<file path="config.mk">
export PLATFORM = sky130hd
export DESIGN_NAME = sram_strobe_ctrl
export DESIGN_NICKNAME = d
export VERILOG_FILES = /design/src/rtl/sram_strobe_pkg.sv /design/src/rtl/sram_phase_timer.sv /design/src/rtl/sram_seq_fsm.sv /design/src/rtl/sram_pin_regs.sv /design/src/rtl/sram_strobe_ctrl.sv
export SDC_FILE = /design/constraint.sdc
export NUM_CORES = 1
export LEC_CHECK = 0
export ABC_AREA = 1
export BUFFER_PORTS_ARGS = -buffer_cell sky130_fd_sc_hd__buf_4
export CAP_MARGIN = 25
export CORE_MARGIN = 2
export CORE_UTILIZATION = 45
export CTS_BUF_LIST = sky130_fd_sc_hd__clkbuf_2 sky130_fd_sc_hd__clkbuf_4 sky130_fd_sc_hd__clkbuf_8
export CTS_CLUSTER_SIZE = 25
export DETAILED_ROUTE_END_ITERATION = 7
export GPL_TIMING_DRIVEN = 0
export PLACE_DENSITY = 0.74
export SLEW_MARGIN = 5
export SYNTH_ARGS = -nofsm -noshare
export SYNTH_HDL_FRONTEND = slang
export SYNTH_SLANG_ARGS = --single-unit
export TNS_END_PERCENT = 20
</file>
<file path="constraint.sdc">
create_clock -name clk -period 2.3 [get_ports clk]
set_clock_uncertainty 0.2 [all_clocks]
set_input_delay 0.23 -clock clk [delete_from_list [all_inputs] [get_ports clk]]
set_output_delay 0.23 -clock clk [all_outputs]
set_load 0.05 [all_outputs]
</file>
<file path="src/rtl/sram_strobe_pkg.sv">
package sram_strobe_pkg;

  typedef enum logic [2:0] {
    SEQ_IDLE   = 3'd0,
    SEQ_RD_ACC = 3'd1,
    SEQ_WR_REL = 3'd2,
    SEQ_WR_DAT = 3'd3,
    SEQ_WR_END = 3'd4
  } seq_state_e;

  // Whole cycles covering a nanosecond limit, never below one.
  function automatic int ns_to_cycles(input int ns, input int period_ns);
    int c;
    c = (ns + period_ns - 1) / period_ns;
    if (c < 1) c = 1;
    return c;
  endfunction

  function automatic int imax(input int a, input int b);
    return (a > b) ? a : b;
  endfunction

endpackage

</file>
<file path="src/rtl/sram_phase_timer.sv">
module sram_phase_timer #(
  parameter int CNT_W = 4
) (
  input  logic             clk,
  input  logic             rst_n,
  input  logic             load,
  input  logic [CNT_W-1:0] load_val,
  output logic             expired
);

  logic [CNT_W-1:0] cnt_q;
  logic [CNT_W-1:0] cnt_d;

  always_comb begin
    cnt_d = cnt_q;
    if (load)              cnt_d = load_val;
    else if (cnt_q != '0)  cnt_d = cnt_q - 1'b1;
  end

  always_ff @(posedge clk or negedge rst_n) begin
    if (!rst_n) cnt_q <= '0;
    else        cnt_q <= cnt_d;
  end

  assign expired = (cnt_q == '0);

endmodule

</file>
<file path="src/rtl/sram_seq_fsm.sv">
module sram_seq_fsm
  import sram_strobe_pkg::*;
#(
  parameter int N_ACC = 14,
  parameter int N_REL = 5,
  parameter int N_DAT = 7,
  parameter int PH_W  = 4
) (
  input  logic            clk,
  input  logic            rst_n,
  input  logic            accept,
  input  logic            accept_wr,
  input  logic            phase_done,
  output seq_state_e      state_q,
  output seq_state_e      state_d,
  output logic            ph_load,
  output logic [PH_W-1:0] ph_val,
  output logic            rd_capture
);

  always_comb begin
    state_d    = state_q;
    ph_load    = 1'b0;
    ph_val     = '0;
    rd_capture = 1'b0;
    unique case (state_q)
      SEQ_IDLE: begin
        if (accept) begin
          ph_load = 1'b1;
          if (accept_wr) begin
            state_d = SEQ_WR_REL;
            ph_val  = PH_W'(N_REL - 1);
          end else begin
            state_d = SEQ_RD_ACC;
            ph_val  = PH_W'(N_ACC - 1);
          end
        end
      end
      SEQ_RD_ACC: begin
        if (phase_done) begin
          rd_capture = 1'b1;
          state_d    = SEQ_IDLE;
        end
      end
      SEQ_WR_REL: begin
        if (phase_done) begin
          state_d = SEQ_WR_DAT;
          ph_load = 1'b1;
          ph_val  = PH_W'(N_DAT - 1);
        end
      end
      SEQ_WR_DAT: begin
        if (phase_done) state_d = SEQ_WR_END;
      end
      SEQ_WR_END: state_d = SEQ_IDLE;
      default:    state_d = SEQ_IDLE;
    endcase
  end

  always_ff @(posedge clk or negedge rst_n) begin
    if (!rst_n) state_q <= SEQ_IDLE;
    else        state_q <= state_d;
  end

endmodule

</file>
<file path="src/rtl/sram_pin_regs.sv">
module sram_pin_regs
  import sram_strobe_pkg::*;
#(
  parameter int ADDR_W = 19,
  parameter int DATA_W = 8
) (
  input  logic              clk,
  input  logic              rst_n,
  input  logic              accept,
  input  seq_state_e        state_d,
  input  logic              rd_capture,
  input  logic [ADDR_W-1:0] host_addr,
  input  logic [DATA_W-1:0] host_wdata,
  input  logic [DATA_W-1:0] mem_dq_in,
  output logic [ADDR_W-1:0] mem_addr,
  output logic              mem_cs_n,
  output logic              mem_we_n,
  output logic              mem_oe_n,
  output logic [DATA_W-1:0] mem_dq_out,
  output logic              mem_dq_oe,
  output logic [DATA_W-1:0] host_rdata,
  output logic              host_rvalid
);

  logic cs_act, we_act, oe_act, drv_act;

  // Pin levels for the state being entered, so every pin leaves a flop.
  always_comb begin
    cs_act  = (state_d == SEQ_RD_ACC) || (state_d == SEQ_WR_REL) || (state_d == SEQ_WR_DAT);
    we_act  = (state_d == SEQ_WR_REL) || (state_d == SEQ_WR_DAT);
    oe_act  = (state_d == SEQ_RD_ACC);
    drv_act = (state_d == SEQ_WR_DAT) || (state_d == SEQ_WR_END);
  end

  always_ff @(posedge clk or negedge rst_n) begin
    if (!rst_n) begin
      mem_cs_n  <= 1'b1;
      mem_we_n  <= 1'b1;
      mem_oe_n  <= 1'b1;
      mem_dq_oe <= 1'b0;
    end else begin
      mem_cs_n  <= ~cs_act;
      mem_we_n  <= ~we_act;
      mem_oe_n  <= ~oe_act;
      mem_dq_oe <= drv_act;
    end
  end

  always_ff @(posedge clk or negedge rst_n) begin
    if (!rst_n) begin
      mem_addr   <= '0;
      mem_dq_out <= '0;
    end else if (accept) begin
      mem_addr   <= host_addr;
      mem_dq_out <= host_wdata;
    end
  end

  always_ff @(posedge clk or negedge rst_n) begin
    if (!rst_n)          host_rdata <= '0;
    else if (rd_capture) host_rdata <= mem_dq_in;
  end

  always_ff @(posedge clk or negedge rst_n) begin
    if (!rst_n) host_rvalid <= 1'b0;
    else        host_rvalid <= rd_capture;
  end

endmodule

</file>
<file path="src/rtl/sram_strobe_ctrl.sv">
module sram_strobe_ctrl
  import sram_strobe_pkg::*;
#(
  parameter int ADDR_W        = 19,
  parameter int DATA_W        = 8,
  parameter int CLK_PERIOD_NS = 5,
  parameter int T_ADDR_ACC_NS = 70,
  parameter int T_OE_ACC_NS   = 35,
  parameter int T_WP_NS       = 50,
  parameter int T_AW_NS       = 60,
  parameter int T_DS_NS       = 30,
  parameter int T_CYC_NS      = 70,
  parameter int T_RELEASE_NS  = 25
) (
  input  logic              clk,
  input  logic              rst_n,
  input  logic              host_req,
  input  logic              host_wr,
  input  logic [ADDR_W-1:0] host_addr,
  input  logic [DATA_W-1:0] host_wdata,
  output logic              host_ready,
  output logic              host_rvalid,
  output logic [DATA_W-1:0] host_rdata,
  output logic [ADDR_W-1:0] mem_addr,
  output logic              mem_cs_n,
  output logic              mem_we_n,
  output logic              mem_oe_n,
  output logic [DATA_W-1:0] mem_dq_out,
  output logic              mem_dq_oe,
  input  logic [DATA_W-1:0] mem_dq_in
);

  localparam int N_ACC  = imax(ns_to_cycles(T_ADDR_ACC_NS, CLK_PERIOD_NS),
                               ns_to_cycles(T_OE_ACC_NS, CLK_PERIOD_NS));
  localparam int N_REL  = ns_to_cycles(T_RELEASE_NS, CLK_PERIOD_NS);
  localparam int N_STRB = imax(ns_to_cycles(T_WP_NS, CLK_PERIOD_NS),
                               ns_to_cycles(T_AW_NS, CLK_PERIOD_NS));
  localparam int N_DAT  = imax(imax(ns_to_cycles(T_DS_NS, CLK_PERIOD_NS), N_STRB - N_REL), 1);
  localparam int N_CYC  = ns_to_cycles(T_CYC_NS, CLK_PERIOD_NS);
  localparam int PH_MAX = imax(imax(N_ACC, N_REL), N_DAT);
  localparam int PH_W   = $clog2(PH_MAX + 1);
  localparam int CYC_W  = $clog2(N_CYC + 1);

  logic [1:0] rst_sync_q;
  logic       rst_int_n;

  always_ff @(posedge clk or negedge rst_n) begin
    if (!rst_n) rst_sync_q <= 2'b00;
    else        rst_sync_q <= {rst_sync_q[0], 1'b1};
  end
  assign rst_int_n = rst_sync_q[1];

  seq_state_e      state_q;
  seq_state_e      state_d;
  logic            ph_load;
  logic [PH_W-1:0] ph_val;
  logic            ph_done;
  logic            rd_capture;
  logic            cyc_done;
  logic            accept;

  assign host_ready = (state_q == SEQ_IDLE) && cyc_done;
  assign accept     = host_req && host_ready;

  sram_seq_fsm #(
    .N_ACC (N_ACC),
    .N_REL (N_REL),
    .N_DAT (N_DAT),
    .PH_W  (PH_W)
  ) u_fsm (
    .clk        (clk),
    .rst_n      (rst_int_n),
    .accept     (accept),
    .accept_wr  (host_wr),
    .phase_done (ph_done),
    .state_q    (state_q),
    .state_d    (state_d),
    .ph_load    (ph_load),
    .ph_val     (ph_val),
    .rd_capture (rd_capture)
  );

  sram_phase_timer #(.CNT_W(PH_W)) u_phase_tmr (
    .clk      (clk),
    .rst_n    (rst_int_n),
    .load     (ph_load),
    .load_val (ph_val),
    .expired  (ph_done)
  );

  sram_phase_timer #(.CNT_W(CYC_W)) u_cyc_tmr (
    .clk      (clk),
    .rst_n    (rst_int_n),
    .load     (accept),
    .load_val (CYC_W'(N_CYC - 1)),
    .expired  (cyc_done)
  );

  sram_pin_regs #(
    .ADDR_W (ADDR_W),
    .DATA_W (DATA_W)
  ) u_pins (
    .clk         (clk),
    .rst_n       (rst_int_n),
    .accept      (accept),
    .state_d     (state_d),
    .rd_capture  (rd_capture),
    .host_addr   (host_addr),
    .host_wdata  (host_wdata),
    .mem_dq_in   (mem_dq_in),
    .mem_addr    (mem_addr),
    .mem_cs_n    (mem_cs_n),
    .mem_we_n    (mem_we_n),
    .mem_oe_n    (mem_oe_n),
    .mem_dq_out  (mem_dq_out),
    .mem_dq_oe   (mem_dq_oe),
    .host_rdata  (host_rdata),
    .host_rvalid (host_rvalid)
  );

endmodule

</file>
Yosys cells after proc, flatten, opt, wreduce, memory -nomap -nowiden
Index checks and enable logic that the tools add are counted.

Bits of input ports: 39. Output and inout port bits: 41. Logic and storage cells: 55. Bits in registers: 53.

Muxes and demuxes: 18. Reductions and logical operators: 13. Bitwise gates (word level): 3. Eq/ne operators: 7. $add $sub $neg: 2.

Operators with widths (count): 4-bit two-way mux (6); 3-bit two-way mux (5); 3-bit by 2-bit == test with 1-bit output (second input constant) (4); 3-bit one-hot mux with 4 select lines (1); 4-bit logical NOT (2); 4-bit one-hot mux with 2 select lines (1); 4-bit nonzero test (2); 4-bit by 1-bit subtractor with 4-bit output (second input constant) (2); 3-bit by 1-bit == test with 1-bit output (second input constant) (2); 1-bit logical OR (4); 2-bit nonzero test (2); 3-bit == test (second input constant) (1); 3-bit logical NOT (1); 1-bit two-way mux (3); 1-bit inverter (3); 1-bit logical AND (2); 2-bit two-way mux (1); 1-bit one-hot mux with 2 select lines (1).

Longest topological paths before layout
Word-level depth: 9. Gate-level depth with buffers: 10. Gate-level depth less buffers: 10.

By module
From an unflattened synthesis, not the netlist that was laid out.

Cells, all modules: 266. Area, all modules: 2412.3 um^2.

Modules (own cells, without submodules): sram_pin_regs (area an instance 1629.1 um^2, sequential area each 1004.7 um^2, times used 1, cells each 160); sram_phase_timer (area an instance 242.7 um^2, sequential area each 100.1 um^2, times used 2, cells each 34); sram_seq_fsm (area an instance 209.0 um^2, sequential area each 75.1 um^2, times used 1, cells each 27); sram_strobe_ctrl (area an instance 88.8 um^2, sequential area each 50.0 um^2, times used 1, cells each 11).

Worst setup path after synthesis
No wires, ideal clock.

Path kind: reg-to-reg. Start: register u_cyc_tmr.cnt_q[0]. End: register u_phase_tmr.cnt_q[0]. Arrival: 1.663 ns. Setup slack: 0.320 ns. Data required time: 1.984 ns. Buffers on the path: 0. Period minus slack after synthesis: 1.980 ns. Setup time: 0.116 ns. Cell stages (with the launch flop): 10. Cell sequence: dfrtp_1 inv_1 ha_1 nand3_1 nor2_2 nand3_1 nand3_2 nand2_1 nand2_1 nand2_1.

Longest elaborated chain between the ends: 6. Elaborated cells on any way between the ends: 9. Classes of those cells: 5 x mux; 4 x reduce/logical.

RTL lines: from (decl) (RTL line sram_phase_timer.sv:11) `logic [CNT_W-1:0] cnt_q;`; from (signal assigned) (RTL line sram_phase_timer.sv:22) `else cnt_q <= cnt_d;`; 4-bit logical NOT (*) (RTL line sram_phase_timer.sv:25) `assign expired = (cnt_q == '0);`; 1-bit logical AND (*) (RTL line sram_strobe_ctrl.sv:62) `assign host_ready = (state_q == SEQ_IDLE) && cyc_done;`; named net host_ready (RTL line sram_strobe_ctrl.sv:21) `output logic host_ready,`; 1-bit logical AND (*) (RTL line sram_strobe_ctrl.sv:63) `assign accept = host_req && host_ready;`; 4-bit two-way mux / 1-bit two-way mux (equally long branches) (RTL line sram_seq_fsm.sv:28) `if (accept) begin`; 4-bit one-hot mux with 2 select lines / 1-bit one-hot mux with 2 select lines (equally long branches) (RTL line sram_seq_fsm.sv:26) `unique case (state_q)`; 4-bit two-way mux / 2-bit nonzero test (equally long branches); to (signal assigned) (RTL line sram_phase_timer.sv:22); to (decl) (RTL line sram_phase_timer.sv:11).

The timed path passes the listed nets; every way through them passes the cells marked *. A chain may end at the register's enable or synchronous reset.

Worst setup path in the final report
Start: register u_cyc_tmr.cnt_q[0]. End: output port host_ready.

Longest elaborated chain between the ends: 2.

RTL lines (RTL line): 4-bit logical NOT (sram_phase_timer.sv:25); 1-bit logical AND (sram_strobe_ctrl.sv:62); to (decl) (sram_strobe_ctrl.sv:21).

Every way passes these cells.

==> run_results.csv <==
group,metric,value,unit
critical_path,slowest_stage,"dfrtp_1",
finish,layout-drive-gt1-share,0.301,
global_routing,track_usage,0.204,
job,maxCapViolCount,0,
min_path,min-delay-path-class,"in2async",
finish,final_cell_mix,"nand2_1 (124), buf_4 (79), dfrtp_1 (49)",
finish,stdcell_area,3330,um^2
logic_synthesis,synth_cell_types,28,
sta,period_share,0.810,
route,drt-initial-drc-count,117,
finish,area_growth,52.3,%
sta,maxSlewHeadroom,0.628,
critical_path,criticalPathCategory,"reg2out",
critical_path,start_kind,"flop",
floorplanning,ioPinCount,80,
route,dr.pass1.iters,4,
clocking,htreeDepth,2,
route,ant_nets,0,
global_routing,grt_pass1_wl,8400,um
logic_synthesis,synth-seq-cells,53,
logic_synthesis,yosysSeqAreaShare,0.608,
critical_path,rr_endpoint,"u_phase_tmr.cnt_q[3]$_DFFE_PN0P_",
global_routing,grt_pass1_vias,1871,
sta,tightest_slew,559,ps
clocking,clockBufferDepth,2,
logic_synthesis,ys_warn_count,0,
floorplanning,die_h,73.7,um
logic_synthesis,syn_area,2190,um^2
clocking,clock_sinks,53,
clocking,cts_tree,"built",
place,placed_cell_area,2870,um^2
finish,nets,407,
place,dp_cells,376,
sta,fmax,537,MHz
clocking,worst_skew_pair.late_latency,300,ps
clocking,post_cts_resized,0,
power,peakVddDrop,0.884,mV
clocking,post_cts_buffers,0,
sta,slew_viol_final,0,
power,power_density,1430,nW/um^2
floorplanning,die_width,73.7,um
finish,diodes,0,
logic_synthesis,syn_avg_cell_area,9.03,um^2
route,wl,5210,um
route,avgViaCountPerCell,4.62,
place,hpwl,3330,um
logic_synthesis,synthesis.nets,284,
critical_path,worstPathMaxFanout,5,
floorplanning,rows,25,
finish,instances_no_fill,420,
critical_path,slowest_delay,380,ps
critical_path,critPathArrivalTime,1430,ps
finish,final_common_cell,"nand2_1",
floorplanning,initial_core_util,0.466,
global_routing,grt_max_degree,29,
critical_path,crit_required,1870,ps
floorplanning,die_area,5430,um^2
route,wl_per_cell,12.4,um
floorplanning,design.core.area,4690,um^2
route,vias,1942,
global_routing,antenna_found_initial,0,
critical_path,worstReg2RegStart,"u_phase_tmr.cnt_q[0]$_DFFE_PN0P_",
sta,finalCriticalPeriod,1860,ps
power,p_leak,1.81,nW
global_routing,grt.overflow.total,0,
critical_path,endpoint_kind,"output pin",
status,status,"complete, no violations",
route,drc,0,
sta,rsz0062_at_grt,"no",
logic_synthesis,syn_inst,242,
clocking,cts-root-buf,"clkbuf_8",
clocking,ctsHoldBuffers,36,
critical_path,r2r_slack,460,ps
sta,final_hold_viol_count,0,
clocking,clkTransAtPathRegs,90,ps
critical_path,ff2ff_path_depth,10,
sta,finalSetupViolations,0,
clocking,numCtsBuffers,5,
critical_path,crit_chain,"inv_1, ha_1, nand3_1, nor2_2, buf_4",
place,place.gp.congestion,0.787,
finish,utilization,0.710,
place,placement.io_buffers,79,
metrics by stage:
step           setup slack, ps  hold WS, ps  setup TNS, ps  power (W)
2_1_floorplan              320         -266              0    0.00343
3_3_place_gp             -59.3         -187          -2710    0.00413
3_5_place_dp               497         -186              0    0.00419
4_1_cts                    427         19.2              0    0.00480
5_1_grt                    302         24.3              0    0.00509
6_report                   436         28.0              0    0.00477
Yosys cell counts:
library cell	instances	area, um^2
a21oi_1	1	5.00
and2_4	1	8.76
buf_2	3	15.0
buf_6	2	22.5
clkinv_1	1	3.75
clkinv_2	1	5.00
conb_1	1	3.75
dfrtp_1	50	1250
dfstp_2	3	78.8
ha_1	3	37.5
inv_1	16	60.1
inv_2	2	7.51
nand2_1	124	465
nand2_2	1	6.26
nand2_4	1	11.3
nand3_1	12	60.1
nand3_2	3	30.0
nand3_4	1	17.5
nand4_1	1	6.26
nor2_1	3	11.3
nor2_2	2	12.5
nor2_4	1	11.3
nor3_1	1	5.00
o211ai_1	1	7.51
o21ai_0	4	20.0
o21ai_1	1	5.00
xnor2_1	1	8.76
xor2_1	1	8.76
logic make-up after synthesis:
family / synth area share
AND/OR/NAND/NOR: 0.295
flip-flops: 0.608
buffers and inverters: 0.0521
AO/OA/AOI/OAI: 0.0172
adder cells (fa/ha/maj): 0.0172
XOR/XNOR: 0.00802
other: 0.00172
state kept, by name, indices dropped and copies added, names as in the netlist:
signal              cells
u_pins.mem_dq_oe        1
u_cyc_tmr.cnt_q         4
u_pins.mem_dq_out       8
u_pins.host_rvalid      1
u_pins.mem_we_n         1
u_pins.host_rdata       8
u_fsm.state_q           3
u_pins.mem_cs_n         1
u_pins.mem_oe_n         1
u_phase_tmr.cnt_q       4
u_pins.mem_addr        19
rst_sync_q              2
worst max-delay path: cells and delay by family, from the launching register on:
family / cells / cell delay [ps]
buffers and inverters: 2 / 340
DFF: 1 / 380
and+or+nand+nor: 2 / 240
adders and majority gates: 1 / 180
power by group:
| part | switching (W) | internal [W] |
|---|---|---|
| Sequential | 0.000234 | 0.00136 |
| Combinational | 0.00181 | 0.000822 |
| Clock | 0.000282 | 0.000272 |
| Total | 0.00232 | 0.00245 |
cell type report:
cell class	count	area, um^2
clock buffers	7	96.3
well taps	54	67.6
fillers	348	1360
multi-input cells	164	742
plain buffers	5	37.5
inverters	20	76.3
repair buffers	116	973
flip-flops and latches	53	1330
clock inverters	1	5.00
worst max path at each step:
stage | from | to | cells past startpoint
after global placement | rst_sync_q[1]$_DFF_PN0_ | u_pins.mem_addr[1]$_DFFE_PN0P_ | 0
after detailed placement | u_phase_tmr.cnt_q[0]$_DFFE_PN0P_ | u_phase_tmr.cnt_q[3]$_DFFE_PN0P_ | 10
final | u_cyc_tmr.cnt_q[0]$_DFFE_PN0P_ | host_ready | 5
after floorplan | u_cyc_tmr.cnt_q[0]$_DFFE_PN0P_ | u_phase_tmr.cnt_q[0]$_DFFE_PN0P_ | 9
after CTS | u_cyc_tmr.cnt_q[0]$_DFFE_PN0P_ | host_ready | 5
after global routing | u_cyc_tmr.cnt_q[0]$_DFFE_PN0P_ | u_pins.mem_dq_out[4]$_DFFE_PN0P_ | 9
metal layers:
layer  GRT usage  routed length (um)
met5           0                   0
met2       0.346                2670
met3      0.0521                 265
met4      0.0768                  87
met1       0.250                2180
Note: power is estimated with default switching activity, not from simulation.
